<file path="src/rtl/cal_seq_pkg.sv">
package cal_seq_pkg;

   // Clamp a signed value into 0 .. hi.
   function automatic longint clamp_code(input longint v, input longint hi);
      if (v < 0)
         return 0;
      else if (v > hi)
         return hi;
      return v;
   endfunction

   // Number of pipeline stages and their indices.
   localparam int unsigned NUM_STG = 3;
   typedef enum int unsigned {
      STG_CAPTURE = 0,
      STG_SCALE   = 1,
      STG_FINISH  = 2
   } stage_e;

endpackage

</file>
<file path="src/rtl/cal_lowest_pick.sv">
module cal_lowest_pick #(
   parameter int unsigned N  = 8,
   parameter int unsigned IW = 3
) (
   input  logic [N-1:0]  req,
   output logic [IW-1:0] idx,
   output logic          any
);

   generate
      if (N == 1) begin : g_single
         assign idx = '0;
         assign any = req[0];
      end else begin : g_multi
         always_comb begin
            idx = '0;
            any = 1'b0;
            for (int i = N - 1; i >= 0; i--) begin
               if (req[i]) begin
                  idx = IW'(i);
                  any = 1'b1;
               end
            end
         end
      end
   endgenerate

endmodule

</file>
<file path="src/rtl/cal_stage_tmr.sv">
module cal_stage_tmr #(
   parameter int unsigned CYC = 60,
   localparam int unsigned CW = (CYC > 1) ? $clog2(CYC) : 1
) (
   input  logic clk,
   input  logic rst_n,
   input  logic start,
   output logic active,
   output logic done
);

   logic [CW-1:0] cnt;

   always_ff @(posedge clk or negedge rst_n) begin
      if (!rst_n) begin
         active <= 1'b0;
         cnt    <= '0;
      end else if (start) begin
         active <= 1'b1;
         cnt    <= CW'(CYC - 1);
      end else if (done) begin
         active <= 1'b0;
      end else if (active) begin
         cnt <= cnt - CW'(1);
      end
   end

   assign done = active && (cnt == '0);


   tmr_fell_chk: assert property (@(posedge clk) disable iff (!rst_n)
      $fell(active) |-> $past(done));

endmodule

</file>
<file path="src/rtl/cal_arith.sv">
module cal_arith #(
   parameter int unsigned DW = 14
) (
   input  logic [DW-1:0] m_x1,
   input  logic [DW-1:0] m_gain,
   output logic [DW-1:0] mul_hi,
   input  logic [DW-1:0] a_mul,
   input  logic [DW-1:0] a_ofs,
   output logic [DW-1:0] code
);
   import cal_seq_pkg::*;

   localparam longint BIAS = longint'(1) << (DW - 1);
   localparam longint TOP  = (longint'(1) << DW) - 1;

   logic [DW:0]     gain_p1;
   logic [2*DW-1:0] prod;
   longint          sum;
   longint          clipped;

   always_comb begin
      gain_p1 = {1'b0, m_gain} + (DW+1)'(1);
      prod    = (2*DW)'(gain_p1) * (2*DW)'(m_x1);
      mul_hi  = DW'(prod >> DW);
   end

   always_comb begin
      sum     = longint'(a_mul) + longint'(a_ofs) - BIAS;
      clipped = clamp_code(sum, TOP);
      code    = clipped[DW-1:0];
   end

endmodule

</file>
<file path="src/rtl/calib_update_seq.sv">
module calib_update_seq #(
   parameter int unsigned NCH    = 8,
   parameter int unsigned DW     = 14,
   parameter int unsigned S1_CYC = 60,
   parameter int unsigned S2_CYC = 60,
   parameter int unsigned S3_CYC = 30,
   localparam int unsigned CHW = (NCH > 1) ? $clog2(NCH) : 1
) (
   input  logic           clk,
   input  logic           rst_n,
   input  logic           wr_done,
   input  logic [NCH-1:0] wr_mask,
   output logic [CHW-1:0] rd_ch,
   input  logic [DW-1:0]  rd_x1,
   input  logic [DW-1:0]  rd_gain,
   input  logic [DW-1:0]  rd_ofs,
   output logic           x2_we,
   output logic [CHW-1:0] x2_ch,
   output logic [DW-1:0]  x2_data,
   output logic           stage1_busy,
   output logic           pipe_busy,
   output logic           wr_err
);
   import cal_seq_pkg::*;

   initial begin
      if (S1_CYC < 1 || S2_CYC < 1 || S3_CYC < 1)
         $error("stage lengths must be at least one cycle");
      if (S2_CYC > S1_CYC || S3_CYC > S2_CYC)
         $error("later stages must not be longer than earlier ones");
      if (NCH < 1 || DW < 2)
         $error("bad channel count or data width");
   end

   function automatic int unsigned stg_len(input int unsigned s);
      case (s)
         STG_CAPTURE: return S1_CYC;
         STG_SCALE:   return S2_CYC;
         default:     return S3_CYC;
      endcase
   endfunction

   logic [NUM_STG-1:0] st_start, st_act, st_done;
   logic [NCH-1:0]     pend;
   logic [CHW-1:0]     pick_idx;
   logic               pick_any;
   logic               accept, reject;

   // Stage 1 operand capture
   logic [CHW-1:0] s1_ch;
   logic [DW-1:0]  s1_x1, s1_m, s1_c;
   // Stage 2 operands
   logic [CHW-1:0] s2_ch;
   logic [DW-1:0]  s2_x1, s2_m, s2_c;
   // Stage 3 operands
   logic [CHW-1:0] s3_ch;
   logic [DW-1:0]  s3_mul, s3_c;

   logic [DW-1:0]  mul_hi, code;

   cal_lowest_pick #(.N(NCH), .IW(CHW)) u_pick (
      .req (pend),
      .idx (pick_idx),
      .any (pick_any)
   );

   generate
      for (genvar s = 0; s < NUM_STG; s++) begin : g_stg
         cal_stage_tmr #(.CYC(stg_len(s))) u_tmr (
            .clk    (clk),
            .rst_n  (rst_n),
            .start  (st_start[s]),
            .active (st_act[s]),
            .done   (st_done[s])
         );
      end
   endgenerate

   assign stage1_busy = st_act[STG_CAPTURE] | (|pend);
   assign pipe_busy   = stage1_busy | st_act[STG_SCALE] | st_act[STG_FINISH];
   assign accept      = wr_done && (|wr_mask) && !stage1_busy;
   assign reject      = wr_done && (|wr_mask) && stage1_busy;
   assign rd_ch       = pick_idx;

   always_comb begin
      st_start[STG_CAPTURE] = pick_any && (!st_act[STG_CAPTURE] || st_done[STG_CAPTURE]);
      st_start[STG_SCALE]   = st_done[STG_CAPTURE];
      st_start[STG_FINISH]  = st_done[STG_SCALE];
   end

   // Pending-channel mask
   always_ff @(posedge clk or negedge rst_n) begin
      if (!rst_n)
         pend <= '0;
      else if (accept)
         pend <= wr_mask;
      else if (st_start[STG_CAPTURE])
         pend <= pend & ~(NCH'(1) << pick_idx);
   end

   // Operand registers along the pipe
   always_ff @(posedge clk or negedge rst_n) begin
      if (!rst_n) begin
         s1_ch <= '0; s1_x1 <= '0; s1_m <= '0; s1_c <= '0;
         s2_ch <= '0; s2_x1 <= '0; s2_m <= '0; s2_c <= '0;
         s3_ch <= '0; s3_mul <= '0; s3_c <= '0;
      end else begin
         if (st_start[STG_CAPTURE]) begin
            s1_ch <= pick_idx;
            s1_x1 <= rd_x1;
            s1_m  <= rd_gain;
            s1_c  <= rd_ofs;
         end
         if (st_start[STG_SCALE]) begin
            s2_ch <= s1_ch;
            s2_x1 <= s1_x1;
            s2_m  <= s1_m;
            s2_c  <= s1_c;
         end
         if (st_start[STG_FINISH]) begin
            s3_ch  <= s2_ch;
            s3_mul <= mul_hi;
            s3_c   <= s2_c;
         end
      end
   end

   cal_arith #(.DW(DW)) u_arith (
      .m_x1   (s2_x1),
      .m_gain (s2_m),
      .mul_hi (mul_hi),
      .a_mul  (s3_mul),
      .a_ofs  (s3_c),
      .code   (code)
   );

   // Result and refusal outputs
   always_ff @(posedge clk or negedge rst_n) begin
      if (!rst_n) begin
         x2_we   <= 1'b0;
         x2_ch   <= '0;
         x2_data <= '0;
         wr_err  <= 1'b0;
      end else begin
         x2_we  <= st_done[STG_FINISH];
         wr_err <= reject;
         if (st_done[STG_FINISH]) begin
            x2_ch   <= s3_ch;
            x2_data <= code;
         end
      end
   end


   accept_busy_chk: assert property (@(posedge clk) disable iff (!rst_n)
      (wr_done && (|wr_mask) && !stage1_busy) |=> stage1_busy);


   reject_cause_chk: assert property (@(posedge clk) disable iff (!rst_n)
      wr_err |-> $past(wr_done && stage1_busy));


   pick_valid_chk: assert property (@(posedge clk) disable iff (!rst_n)
      st_start[STG_CAPTURE] |-> pend[rd_ch]);


   op_hold_chk: assert property (@(posedge clk) disable iff (!rst_n)
      (st_act[STG_CAPTURE] && !st_start[STG_CAPTURE]) |=> $stable(s1_x1) && $stable(s1_c));


   empty_mask_chk: assert property (@(posedge clk) disable iff (!rst_n)
      (wr_done && (wr_mask == '0) && !pipe_busy) |=> !stage1_busy && !wr_err);

endmodule

</file>
<file path="config.mk">
export PLATFORM = sky130hd
export DESIGN_NAME = calib_update_seq
export DESIGN_NICKNAME = d
export VERILOG_FILES = /design/src/rtl/cal_seq_pkg.sv /design/src/rtl/cal_lowest_pick.sv /design/src/rtl/cal_stage_tmr.sv /design/src/rtl/cal_arith.sv /design/src/rtl/calib_update_seq.sv
export SDC_FILE = /design/constraint.sdc
export NUM_CORES = 1
export LEC_CHECK = 0
export BUFFER_PORTS_ARGS = -buffer_cell sky130_fd_sc_hd__buf_2
export CAP_MARGIN = 10
export CELL_PAD_IN_SITES_DETAIL_PLACEMENT = 1
export CELL_PAD_IN_SITES_GLOBAL_PLACEMENT = 1
export CORE_UTILIZATION = 51
export CTS_BUF_LIST = sky130_fd_sc_hd__clkbuf_2
export DETAILED_ROUTE_END_ITERATION = 7
export GPL_TIMING_DRIVEN = 1
export PLACE_DENSITY_LB_ADDON = 0.1
export SYNTH_ARGS = -nofsm -noshare
export SYNTH_HDL_FRONTEND = slang
export SYNTH_SLANG_ARGS = --single-unit
</file>
<file path="constraint.sdc">
create_clock -name clk -period 7.52 [get_ports clk]
set_input_delay 1.504 -clock clk [delete_from_list [all_inputs] [get_ports clk]]
set_output_delay 1.504 -clock clk [all_outputs]
set_load 0.05 [all_outputs]
</file>
Word-level counts from Yosys, hierarchy flattened
Index checks and enable logic that the tools add are counted.
W data, S select, Z words.

storage, ports and cells
  bits in registers = 168
  input port bits = 53

operators by class
  add/subtract/negate cells = 6
  multiply operators = 1
  magnitude comparators = 2
  equality and inequality tests = 3
  shift operators = 1
  multiplexer cells = 38
  bitwise operators = 5
  reductions and logical operators = 25

operators by type and width
  operator                  count
  $gt A64 B15 Y1 const B    1
  $lt A64 B1 Y1 const B     1
  $mux W14                  3
  $mux W6                   6
  $mul A15 B14 Y28          1
  $mux W3                   8
  $mux W1                   16
  $mux W8                   2
  $reduce_or A8 Y1          2
  $sub A15 B14 Y16 const B  1
  $add A14 B1 Y15 const B   1
  $add A14 B14 Y15          1
  $mux W5                   3
  $reduce_bool A2 Y1        7
  $logic_not A6 Y1          2
  $sub A6 B1 Y6 const B     2
  $and A8 B8 Y8             1
  $not A8 Y8                1
  $shl A1 B3 Y8 const A     1
  $logic_and A1 B1 Y1       7
  $reduce_and A2 Y1         3
  $logic_not A5 Y1          1
  $sub A5 B1 Y5 const B     1
  $ne A2 B2 Y1 const B      2
  other kinds (4)           7

Longest topological paths before layout
Gate-level depths: netlist of the first run.

  word-level depth = 13
  gate-level depth with buffers = 27

Modules after synthesis
A second synthesis of the first run with hierarchy kept.

second synthesis, totals
  cell total of the unflattened synthesis = 1,371
  area total of the unflattened synthesis = 14,711.6 µm²

by module, submodules not included
  module                              instances  cells an instance  area an instance (µm²)  seq. area each (µm²)
  cal_arith                           1          892                7,797.5                 0.0
  calib_update_seq                    1          344                5,622.9                 3,703.6
  cal_stage_tmr (g_stg[0].u_tmr ...)  2          47                 455.4                   175.2
  cal_stage_tmr (g_stg[2].u_tmr)      1          28                 300.3                   150.1
  cal_lowest_pick                     1          13                 80.1                    0.0

Worst setup path before layout of the first run
No wires, ideal clock.

  kind = flip-flop to flip-flop
  start = register s2_m[2]
  end = register s3_mul[11]
  library setup time = 0.120 ns
  data arrival time = 6.401 ns
  path slack = 0.999 ns
  cell stages (with the launch flop) = 27
  period minus slack after synthesis = 6.521 ns
  cells stage by stage = dfrtp_1 -> and3_1 -> and2_1 -> nand4_1 -> inv_1 -> nand2_1 -> xnor2_1 -> clkbuf_1 -> and2_1 -> fa_1 -> inv_1 -> fa_1 -> inv_1 -> fa_1 -> fa_1 -> fa_1 -> inv_1 -> fa_1 -> inv_1 -> ha_1 -> a211oi_2 -> nand2_1 -> a2111oi_4 -> nor4_2 -> o21a_1 -> or3_1 -> a31o_1

between the ends
  cells in the longest elaborated chain, start to end = 2

RTL lines
  item                      line                     text
  start: declaration        calib_update_seq.sv:54   logic [DW-1:0] s2_x1, s2_m, s2_c;
  start signal: assignment  calib_update_seq.sv:117  s2_m <= s1_m;
  $add A14 B1 Y15           cal_arith.sv:22          gain_p1 = {1'b0, m_gain} + (DW+1)'(1);
  $mul A15 B14 Y28          cal_arith.sv:23          prod = (2*DW)'(gain_p1) * (2*DW)'(m_x1);
  end signal: assignment    calib_update_seq.sv:122  s3_mul <= mul_hi;
  end: declaration          calib_update_seq.sv:57   logic [DW-1:0] s3_mul, s3_c;

Every way passes these cells.
A chain may end at the register's enable or synchronous reset.

Final worst setup path of the first run
Ends and elaborated chain as after synthesis.

==> impl_metrics.tcl, run 1 <==
set metrics [dict create \
    synth_xor_area_share_pct 2.79 \
    postSynthCellCount 1389 \
    clk-insertion-delay-late_ns 0.80 \
    power_density_mw_per_mm2 98.2 \
    power_switching_mw 0.441 \
    vias 9994 \
    cp_max_fo 14 \
    fp.dieW_um 168 \
    stdcell_area_mm2 0.0152 \
    synth_ff_type "dfrtp_1" \
    cts_made_buffers 17 \
    routed_wl_mm 33.4 \
    holdBufCountCts 0 \
    ir_drop_mv 0.0977 \
    post-place-cells 1806 \
    skew_ns 0.0727 \
    dpl_worst_slack_ns 0.516 \
    clockBufferDepth 2 \
    syn_area_mm2 0.0141 \
    rsz0062_at_grt "false" \
    synth_cell_types 60 \
    tns_ns 0 \
    grt_pass1_vias 11100 \
    start_kind "flop" \
    async_flop_share_pct 100 \
    die-area_mm2 0.0284 \
    die_h_um 168 \
    avgRoutedWirePerCell_um 18.2 \
    first_iter_violations 508 \
    design_power_total_mw 1.50 \
    place_congestion 0.835 \
    worst_pin_slew_ns 1.13 \
    synth_top_family_by_area "adder cells" \
    coreArea_mm2 0.0271 \
    route.antenna.remaining_nets 0 \
    final-setup-viol-count 0 \
    io_pins 77 \
    status "finished clean" \
    antenna_found_initial 3 \
    yosys.area.top_type "dfrtp_1" \
    cts.sinks 168 \
    grt_pass1_wl_mm 56.5 \
    post_dp_cell_area_mm2 0.0150 \
    cp_data_required_time_ns 8.21 \
    synth-edff-count 0 \
    finalNetCount 1777 \
    setup.worst_path.end_class "flop" \
    path_clk_slew_ns 0.34 \
    synth_simple_gate_area_share_pct 14.6 \
    grt_overflow 0 \
    drc_errors 0 \
    io_buffers 76 \
    post_drt_via_cell_ratio 5.43 \
    arrival_ns 7.77 \
    synth_fa_ha_area_share_pct 32.1 \
    min_period_over_period_pct 94.1 \
    p_leak_nw 8.14 \
    ctsRootBufferMaster "clkbuf_2" \
    hp-class "flop to flop" \
    netSwitchingFraction_pct 29.5 \
    slew_violations 0 \
    setup_slack_ns 0.442 \
    yosysWarnings 0 \
    seq_power_share_pct 62.0 \
    fmax_ghz 0.141 \
    yosys-top-cells-count "nand2_1 (207), inv_1 (196), dfrtp_1 (168)" \
    synth_area_per_cell_um2 10.2 \
    initial_core_util_pct 52.2 \
    comb_power_share_pct 3.4 \
    relSlewSlack_pct 24.6 \
    clkPwrFrac_pct 34.6 \
    first_pass_iters 4 \
    fin_crit_ns 7.08 \
    synth_compound_area_share_pct 6.91 \
    grt_max_degree 87 \
    synth_top_cells_by_area "dfrtp_1 (30%), fa_1 (22%), ha_1 (11%), mux2_2 (7.3%), nand2_1 (5.5%)" \
    synth_seq_cells 168 \
    synth_top_area_share_pct 29.7 \
    h-tree-depth 4 \
    tritoncts "done" \
    hold_viol 0 \
    drive_gt1_share_pct 15.9 \
    crit_type "flop to flop" \
    syn-num-nets 1713 \
    final_cell_count_no_fill 1839 \
    p_int_mw 1.05 \
    grt_use_total_pct 25.4 \
    yosysSeqAreaShare_pct 29.7 \
    area_delta_synth_final_pct 7.69 \
    yosysMostFrequentCell "nand2_1" \
    post-dp-hpwl_mm 25.5 \
    drv_cap 0 \
    num_rows 60 \
    synthMuxAreaShare_pct 7.33 \
]
cells in the final DEF, fill, tap and decap left out, types with 24 or more instances in the layout:
cell / instances
nand2_1: 205
inv_1: 196
dfrtp_1: 168
fa_1: 152
ha_1: 119
and2_1: 97
mux2_2: 92
buf_2: 75
o21ai_0: 41
xnor2_1: 32
nor2_1: 29
a21oi_1: 24
sequential cells by signal, indices dropped and copies added (netlist names):
signal,count
s2_m,14
x2_we,1
s3_c,14
s2_x1,14
x2_data,14
s1_ch,3
s3_ch,3
wr_err,1
s1_x1,14
g_stg.u_tmr.cnt,17
s3_mul,14
s1_m,14
g_stg.u_tmr.active,3
s2_c,14
x2_ch,3
s1_c,14
pend,8
s2_ch,3
final timing paths:
kind / slack, ns / start / to / cells past startpoint
max in group asynchronous: 5.29 / rst_n / s3_mul[8] / 2
max reg2reg: 0.44 / s2_m[2] / s3_mul[11] / 26
min: 0.48 / s2_c[0] / s3_c[0] / 2
min in group asynchronous: 0.65 / rst_n / pend[1] / 1
max: 0.44 / s2_m[2] / s3_mul[11] / 26
min reg2reg: 0.48 / s2_c[0] / s3_c[0] / 2
cell type report:
type / count / area, um2
tap: 372 / 465
inverter: 196 / 736
antenna: 1 / 2.50
clock inverter: 15 / 173
multi-input combinational: 974 / 9020
fill: 3047 / 11900
clock buffer: 17 / 85.1
sequential: 168 / 4200
timing repair buffer: 96 / 537
timing repair:
action                                  CTS  global route
resized for setup                         0             2
endpoints found under the setup margin    0             1
buffers inserted                          0             0
power by group through the flow:
stage	Combinational, mW	Sequential (mW)	Clock, mW
2_1_floorplan	0.0163	0.940	0
3_3_place_gp	0.0515	0.941	0
3_5_place_dp	0.0533	0.942	0
4_1_cts	0.0533	0.928	0.548
5_1_grt	0.0583	0.930	0.573
6_report	0.0510	0.927	0.517
worst max-delay path, stage by stage (launching register included):
cell and delay, ns:
dfrtp_1 0.49, and3_1 0.23, and2_1 0.16, nand4_1 0.12, inv_1 0.12, nand2_1 0.08, xnor2_1 0.14, buf_4 0.20
and2_1 0.19, fa_1 0.48, inv_1 0.06, fa_1 0.54, inv_1 0.05, fa_1 0.53, fa_1 0.44, fa_1 0.55
inv_1 0.06, fa_1 0.53, inv_1 0.05, ha_1 0.23, a211oi_2 0.18, nand2_1 0.13, a2111oi_4 0.50, nor4_2 0.14
o21a_1 0.26, or3_1 0.31, a31o_1 0.21
routing by layer:
| layer | global-route usage, % | wire length, um | up-vias | share of wire [%] |
|---|---|---|---|---|
| li1 | - | - | 4609 | - |
| met1 | 33.2 | 14700 | 5200 | 44 |
| met2 | 44.8 | 17200 | 144 | 52 |
| met3 | 3.44 | 1070 | 39 | 3.2 |
| met4 | 5.77 | 431 | 2 | 1.3 |
| met5 | 0 | 13 | - | 0.039 |
through the flow:
stage	hold WS, ns	utilization [%]
after floorplan	0.433	-
after global placement	0.455	55.2
after detailed placement	0.458	55.2
after CTS	0.465	56.1
after global routing	0.514	56.2
final	0.481	56.2
cells by family (layout without fill, tap and decap cells):
group / count (synthesis) / in the layout
mux: 92 / 92
fa+ha+maj: 271 / 271
simple gates: 424 / 424
buf+inv: 247 / 324
xor+xnor: 45 / 45
flops: 168 / 168
compound gates: 142 / 142
other cells: 0 / 1
Note: power is estimated with default switching activity, not from simulation.
==> run 2: changes to the inputs <==
Settings changed: CORE_UTILIZATION 51 to 52, SYNTH_HIERARCHICAL set to 1.
==> run 2 against run 1 <==
Combinational power down 10%. Sequential share of layout area down 1.0 points. Fmax down 1.4%. Largest power group unchanged. Highest routed layer is now met4.
==> impl_metrics.tcl, run 2 <==
set metrics [dict create \
    vias 10000 \
    clk-insertion-delay-late_ns 0.77 \
    post_drt_via_cell_ratio 5.48 \
    yosysSeqAreaShare_pct 28.6 \
    clockBufferDepth 2 \
    fp.dieW_um 170 \
    p_leak_nw 8.42 \
    synth_top_cells_by_area "dfrtp_1 (29%), fa_1 (21%), mux2_2 (11%), ha_1 (10%), inv_1 (4.8%)" \
    top_register "g_stg.u_tmr/cnt" \
    post-place-cells 1795 \
    cp_data_required_time_ns 8.21 \
    holdBufCountCts 0 \
    io_pins 77 \
    area_delta_synth_final_pct 7.54 \
    grt_pass1_vias 11300 \
    relSlewSlack_pct 29.0 \
    cp_max_fo 11 \
    largest_register_ffs 17 \
    h-tree-depth 4 \
    coreArea_mm2 0.0278 \
    postSynthCellCount 1371 \
    num_rows 61 \
    routed_wl_mm 34.2 \
    final-setup-viol-count 0 \
    fin_crit_ns 7.18 \
    post-dp-hpwl_mm 26.3 \
    synth_seq_cells 168 \
    min_period_over_period_pct 95.5 \
    initial_core_util_pct 53.0 \
    worst_pin_slew_ns 1.06 \
    clkPwrFrac_pct 37.5 \
    hold_viol 0 \
    rsz0062_at_grt "false" \
    drc_errors 0 \
    status "finished clean" \
    dpl_worst_slack_ns 0.216 \
    cts_made_buffers 17 \
    tritoncts "done" \
    post_dp_cell_area_mm2 0.0155 \
    fin_util_pct 56.9 \
    stdcell_area_mm2 0.0158 \
    place_congestion 0.839 \
    grt_max_degree 70 \
    drive_gt1_share_pct 21.4 \
    grt_pass1_wl_mm 58.3 \
    syn_area_mm2 0.0147 \
    grt_overflow 0 \
    skew_ns 0.0276 \
    setup.worst_path.end_class "flop" \
    path_clk_slew_ns 0.25 \
    synth_top_area_share_pct 28.6 \
    tns_ns 0 \
    yosys.area.top_type "dfrtp_1" \
    netSwitchingFraction_pct 24.7 \
    comb_power_share_pct 3.0 \
    die-area_mm2 0.0290 \
    yosysMostFrequentCell "inv_1" \
    fmax_ghz 0.139 \
    p_int_mw 1.17 \
    ctsRootBufferMaster "clkbuf_2" \
    layout_commonest_cell "inv_1" \
    power_switching_mw 0.383 \
    ir_drop_mv 0.142 \
    finalNetCount 1761 \
    drv_cap 0 \
    cts.sinks 168 \
    first_pass_iters 4 \
    layout_common_cells "inv_1 (189), dfrtp_1 (168), fa_1 (152)" \
    first_iter_violations 425 \
    seq_power_share_pct 59.6 \
    power_density_mw_per_mm2 98.0 \
    die_h_um 170 \
    synth_ff_type "dfrtp_1" \
    avgRoutedWirePerCell_um 18.7 \
    setup_slack_ns 0.339 \
    syn-num-nets 1696 \
    crit_type "flop to flop" \
    synth_area_per_cell_um2 10.7 \
    async_flop_share_pct 100 \
    synth-edff-count 0 \
    start_kind "flop" \
    arrival_ns 7.87 \
    hp-class "flop to flop" \
    grt_use_total_pct 26.1 \
    final_cell_count_no_fill 1829 \
    route.antenna.remaining_nets 0 \
    slew_violations 0 \
    io_buffers 76 \
    synth_cell_types 76 \
    yosysWarnings 6 \
    yosys-top-cells-count "inv_1 (189), dfrtp_1 (168), fa_1 (152)" \
    antenna_found_initial 1 \
]
-- run 2: cell types whose count changed after synthesis, sizes merged, moves of 6 or more --
cell / change
a21o: +8
a21oi: +7
a22o: -18
a31oi: -6
and2: +8
buf: +14
clkbuf: -13
inv: -7
mux2: +47
nand2: -85
nor2b: +12
nor3: -6
o21a: +14
o21ai: -21
-- run 2: timing repair --
action | 4_1_cts | 5_1_grt
endpoints found under the setup margin | 0 | 9
buffers inserted | 0 | 0
gates resized for setup | 0 | 9
-- run 2: layout make-up --
type	instances	area, um2
fillers	3131	12000
multi-input cells	962	9580
flip-flops and latches	168	4200
inverters	189	709
repair buffers	98	552
well taps	378	473
clock inverters	14	208
clock buffers	18	90.1
diodes	2	5.00
-- run 2: path summary, 6_finish.rpt --
check,slack [ns],from,endpoint,cells past startpoint
hold / removal,0.54,s1_x1[6],s2_x1[6],1
max in group asynchronous,5.49,rst_n,s2_x1[0],2
min in group asynchronous,0.68,rst_n,s3_mul[8],1
hold reg to reg,0.54,s1_x1[6],s2_x1[6],1
setup / recovery,0.34,s2_m[2],s3_mul[13],23
setup reg to reg,0.34,s2_m[2],s3_mul[13],23
-- run 2: worst max-delay path, stage by stage, from the launching register on --
cell and delay [ns]:
dfrtp_1 0.48, nand3_1 0.18, or3_4 0.45, nor2_1 0.15, xor2_1 0.30, buf_4 0.24
nand2_1 0.08, fa_1 0.50, fa_1 0.54, inv_1 0.05, fa_1 0.47, fa_1 0.52
fa_1 0.54, inv_1 0.05, fa_1 0.53, inv_1 0.04, ha_1 0.36, o2111ai_1 0.21
or4_1 0.56, o21ai_2 0.22, o311a_1 0.20, nor2_2 0.04, xnor2_1 0.12, mux2_2 0.26
-- run 2: metal layers --
metal	track usage [%]	wire length, um	vias to the layer above
li1	-	-	4626
met1	32.5	14600	5218
met2	46.4	17900	126
met3	2.98	785	54
met4	9.60	931	0
met5	0	0	-
-- run 2: power groups by stage --
stage	combinational [mW]	clock [mW]	sequential, mW
floorplan	0.0112	0	0.937
global route	0.0532	0.633	0.926
global placement	0.0469	0	0.938
detailed placement	0.0482	0	0.939
finish	0.0459	0.581	0.924
CTS	0.0483	0.607	0.924
-- run 2: cell families after synthesis --
| kind of cell | synth area share, % |
|---|---|
| fa+ha+maj | 30.9 |
| compound gates | 6.92 |
| flops | 28.6 |
| xor+xnor | 2.44 |
| mux | 10.9 |
| simple gates | 13.7 |
| buf+inv | 6.60 |
-- run 2: per-stage QoR --
step	total power, mW	hold WS (ns)
after floorplan	0.948	0.465
after global placement	0.985	0.485
after detailed placement	0.987	0.488
after CTS	1.58	0.541
after global routing	1.61	0.547
final	1.55	0.536
==> run 3: changes to the inputs <==
Settings changed: BUFFER_PORTS_ARGS -buffer_cell sky130_fd_sc_hd__buf_2 to unset, CORE_UTILIZATION 52 to 54, DONT_BUFFER_PORTS set to 1, PLACE_DENSITY set to 0.82, PLACE_DENSITY_LB_ADDON 0.1 to unset, SKIP_LAST_GASP set to 1.
==> run 3 against run 2 <==
Critical path depth grew 3. Highest routed layer unchanged. Die area shrank 3.7%. Global-route usage grew 0.89 points. Sequential share of layout area grew 0.80 points.
==> impl_metrics.tcl, run 3 (synthesis gave the netlist of run 2 again) <==
set metrics [dict create \
    skew_ns 0.0511 \
    wl_met1_mm 14.3 \
    die_h_um 167 \
    post_drt_via_cell_ratio 5.74 \
    slew_violations 0 \
    cts_setup_buffers 0 \
    clk-insertion-delay-late_ns 0.78 \
    relSlewSlack_pct 30.6 \
    drv_cap 0 \
    crit_top_cell "fa_1" \
    r2r-start "s2_m[0]" \
    power_density_mw_per_mm2 94.8 \
    wl_met2_mm 18.3 \
    avgRoutedWirePerCell_um 20.4 \
    routed_wl_mm 34.9 \
    route.antenna.remaining_nets 0 \
    area_delta_synth_final_pct 4.38 \
    crit_type "flop to flop" \
    layout_common_cells "inv_1 (189), dfrtp_1 (168), fa_1 (152)" \
    die-area_mm2 0.0279 \
    worst_pin_slew_ns 1.03 \
    coreArea_mm2 0.0268 \
    fp.dieW_um 167 \
    crit_family "adder cells" \
    wl_met3_mm 1.42 \
    setup.worst_path.end_class "flop" \
    rsz0062_at_grt "true" \
    comb_power_share_pct 0.9 \
    dpl_worst_slack_ns 0.302 \
    dr.max_layer_used "met4" \
    post-dp-hpwl_mm 26.8 \
    cp_slowest_stage_delay_ns 0.60 \
    finalNetCount 1686 \
    drive_gt1_share_pct 17.1 \
    fmax_ghz 0.139 \
    clkPwrFrac_pct 35.6 \
    cts_made_buffers 17 \
    seq_power_share_pct 63.5 \
    ir_drop_mv 0.107 \
    p_int_mw 1.07 \
    start_kind "flop" \
    final-setup-viol-count 0 \
    largest_register_ffs 17 \
    path_clk_slew_ns 0.30 \
    startpoint "s2_m[0]" \
    power_switching_mw 0.388 \
    cp_max_fo 14 \
    design_power_total_mw 1.46 \
    drc_errors 0 \
    first_pass_iters 4 \
    io_buffers 0 \
    grt_pass1_wl_mm 58.9 \
    fin_crit_ns 7.21 \
    crit_slowest_cell "or4_1" \
    p_leak_nw 8.06 \
    clockBufferDepth 2 \
    netSwitchingFraction_pct 26.6 \
    vias 9848 \
    initial_core_util_pct 54.9 \
    grt_overflow 0 \
    grt_use_total_pct 27.0 \
    tritoncts "done" \
    layout_commonest_cell "inv_1" \
    crit_buf_inv 5 \
    setup_slack_ns 0.313 \
    status "finished clean" \
    first_iter_violations 320 \
    grt_max_degree 169 \
    hold_viol 0 \
    grt_pass1_vias 11500 \
    cts.sinks 168 \
    place_congestion 0.867 \
    ctsRootBufferMaster "clkbuf_2" \
    h-tree-depth 4 \
    num_rows 60 \
    cp_data_required_time_ns 8.20 \
    io_pins 77 \
    min_period_over_period_pct 95.8 \
    top_register "g_stg.u_tmr/cnt" \
    antenna_found_initial 2 \
    hp-class "primary input to async pin" \
    arrival_ns 7.88 \
]
-- run 3: cell types whose count changed in the layout (fill, tap and decap cells not counted), sizes merged --
cell    delta
buf       -75
diode      -1
bufinv     -3
clkbuf     -1
inv        +2
clkinv     +2
-- run 3: per-layer routing --
metal / vias up / global-route usage, %
li1: 4468 / -
met3: 60 / 4.23
met4: 0 / 10.9
met2: 211 / 48.6
met1: 5109 / 32.0
met5: - / 0
-- run 3: through the flow --
| stage | instance area, um2 | util, % | std cells | TNS (ns) | hold WS, ns |
|---|---|---|---|---|---|
| after global routing | 15400 | 57.3 | 1716 | -0.0395 | 0.278 |
| after global placement | 15100 | 56.2 | 1683 | 0 | 0.483 |
| after detailed placement | 15100 | 56.2 | 1683 | 0 | 0.489 |
| final | 15400 | 57.3 | 1716 | 0 | 0.355 |
| after CTS | 15300 | 57.2 | 1715 | 0 | 0.277 |
| after floorplan | 14700 | - | 1371 | 0 | 0.465 |
-- run 3: path summary, 6_finish.rpt --
kind / endpoint / slack (ns) / cells after the start
min in group clk: s2_x1[4] / 0.51 / 1
setup / recovery: s3_mul[13] / 0.31 / 26
setup reg to reg: s3_mul[13] / 0.31 / 26
max in group asynchronous: s2_m[8] / 6.78 / 0
hold / removal: x2_data[6] / 0.36 / 0
hold reg to reg: s2_x1[4] / 0.51 / 1
-- run 3: area by class of cell --
type / instances / area, um2
Fill cell: 2861 / 11400
Multi-Input combinational cell: 962 / 9580
Antenna cell: 1 / 2.50
Sequential cell: 168 / 4200
Clock buffer: 17 / 85.1
Inverter: 189 / 709
Clock inverter: 15 / 176
Timing Repair Buffer: 23 / 173
Tap cell: 341 / 427
-- run 3: repair_timing --
item | 4_1_cts | 5_1_grt
resized for setup | 0 | 7
endpoints found under the setup margin | 0 | 4
hold buffers | 0 | 0
-- run 3: power by group through the flow --
stage	clock, mW	sequential [mW]	combinational [mW]
detailed placement	0	0.940	0.0132
finish	0.519	0.925	0.0128
CTS	0.541	0.925	0.0132
floorplan	0	0.937	0.0112
global route	0.566	0.927	0.0142
global placement	0	0.939	0.0118
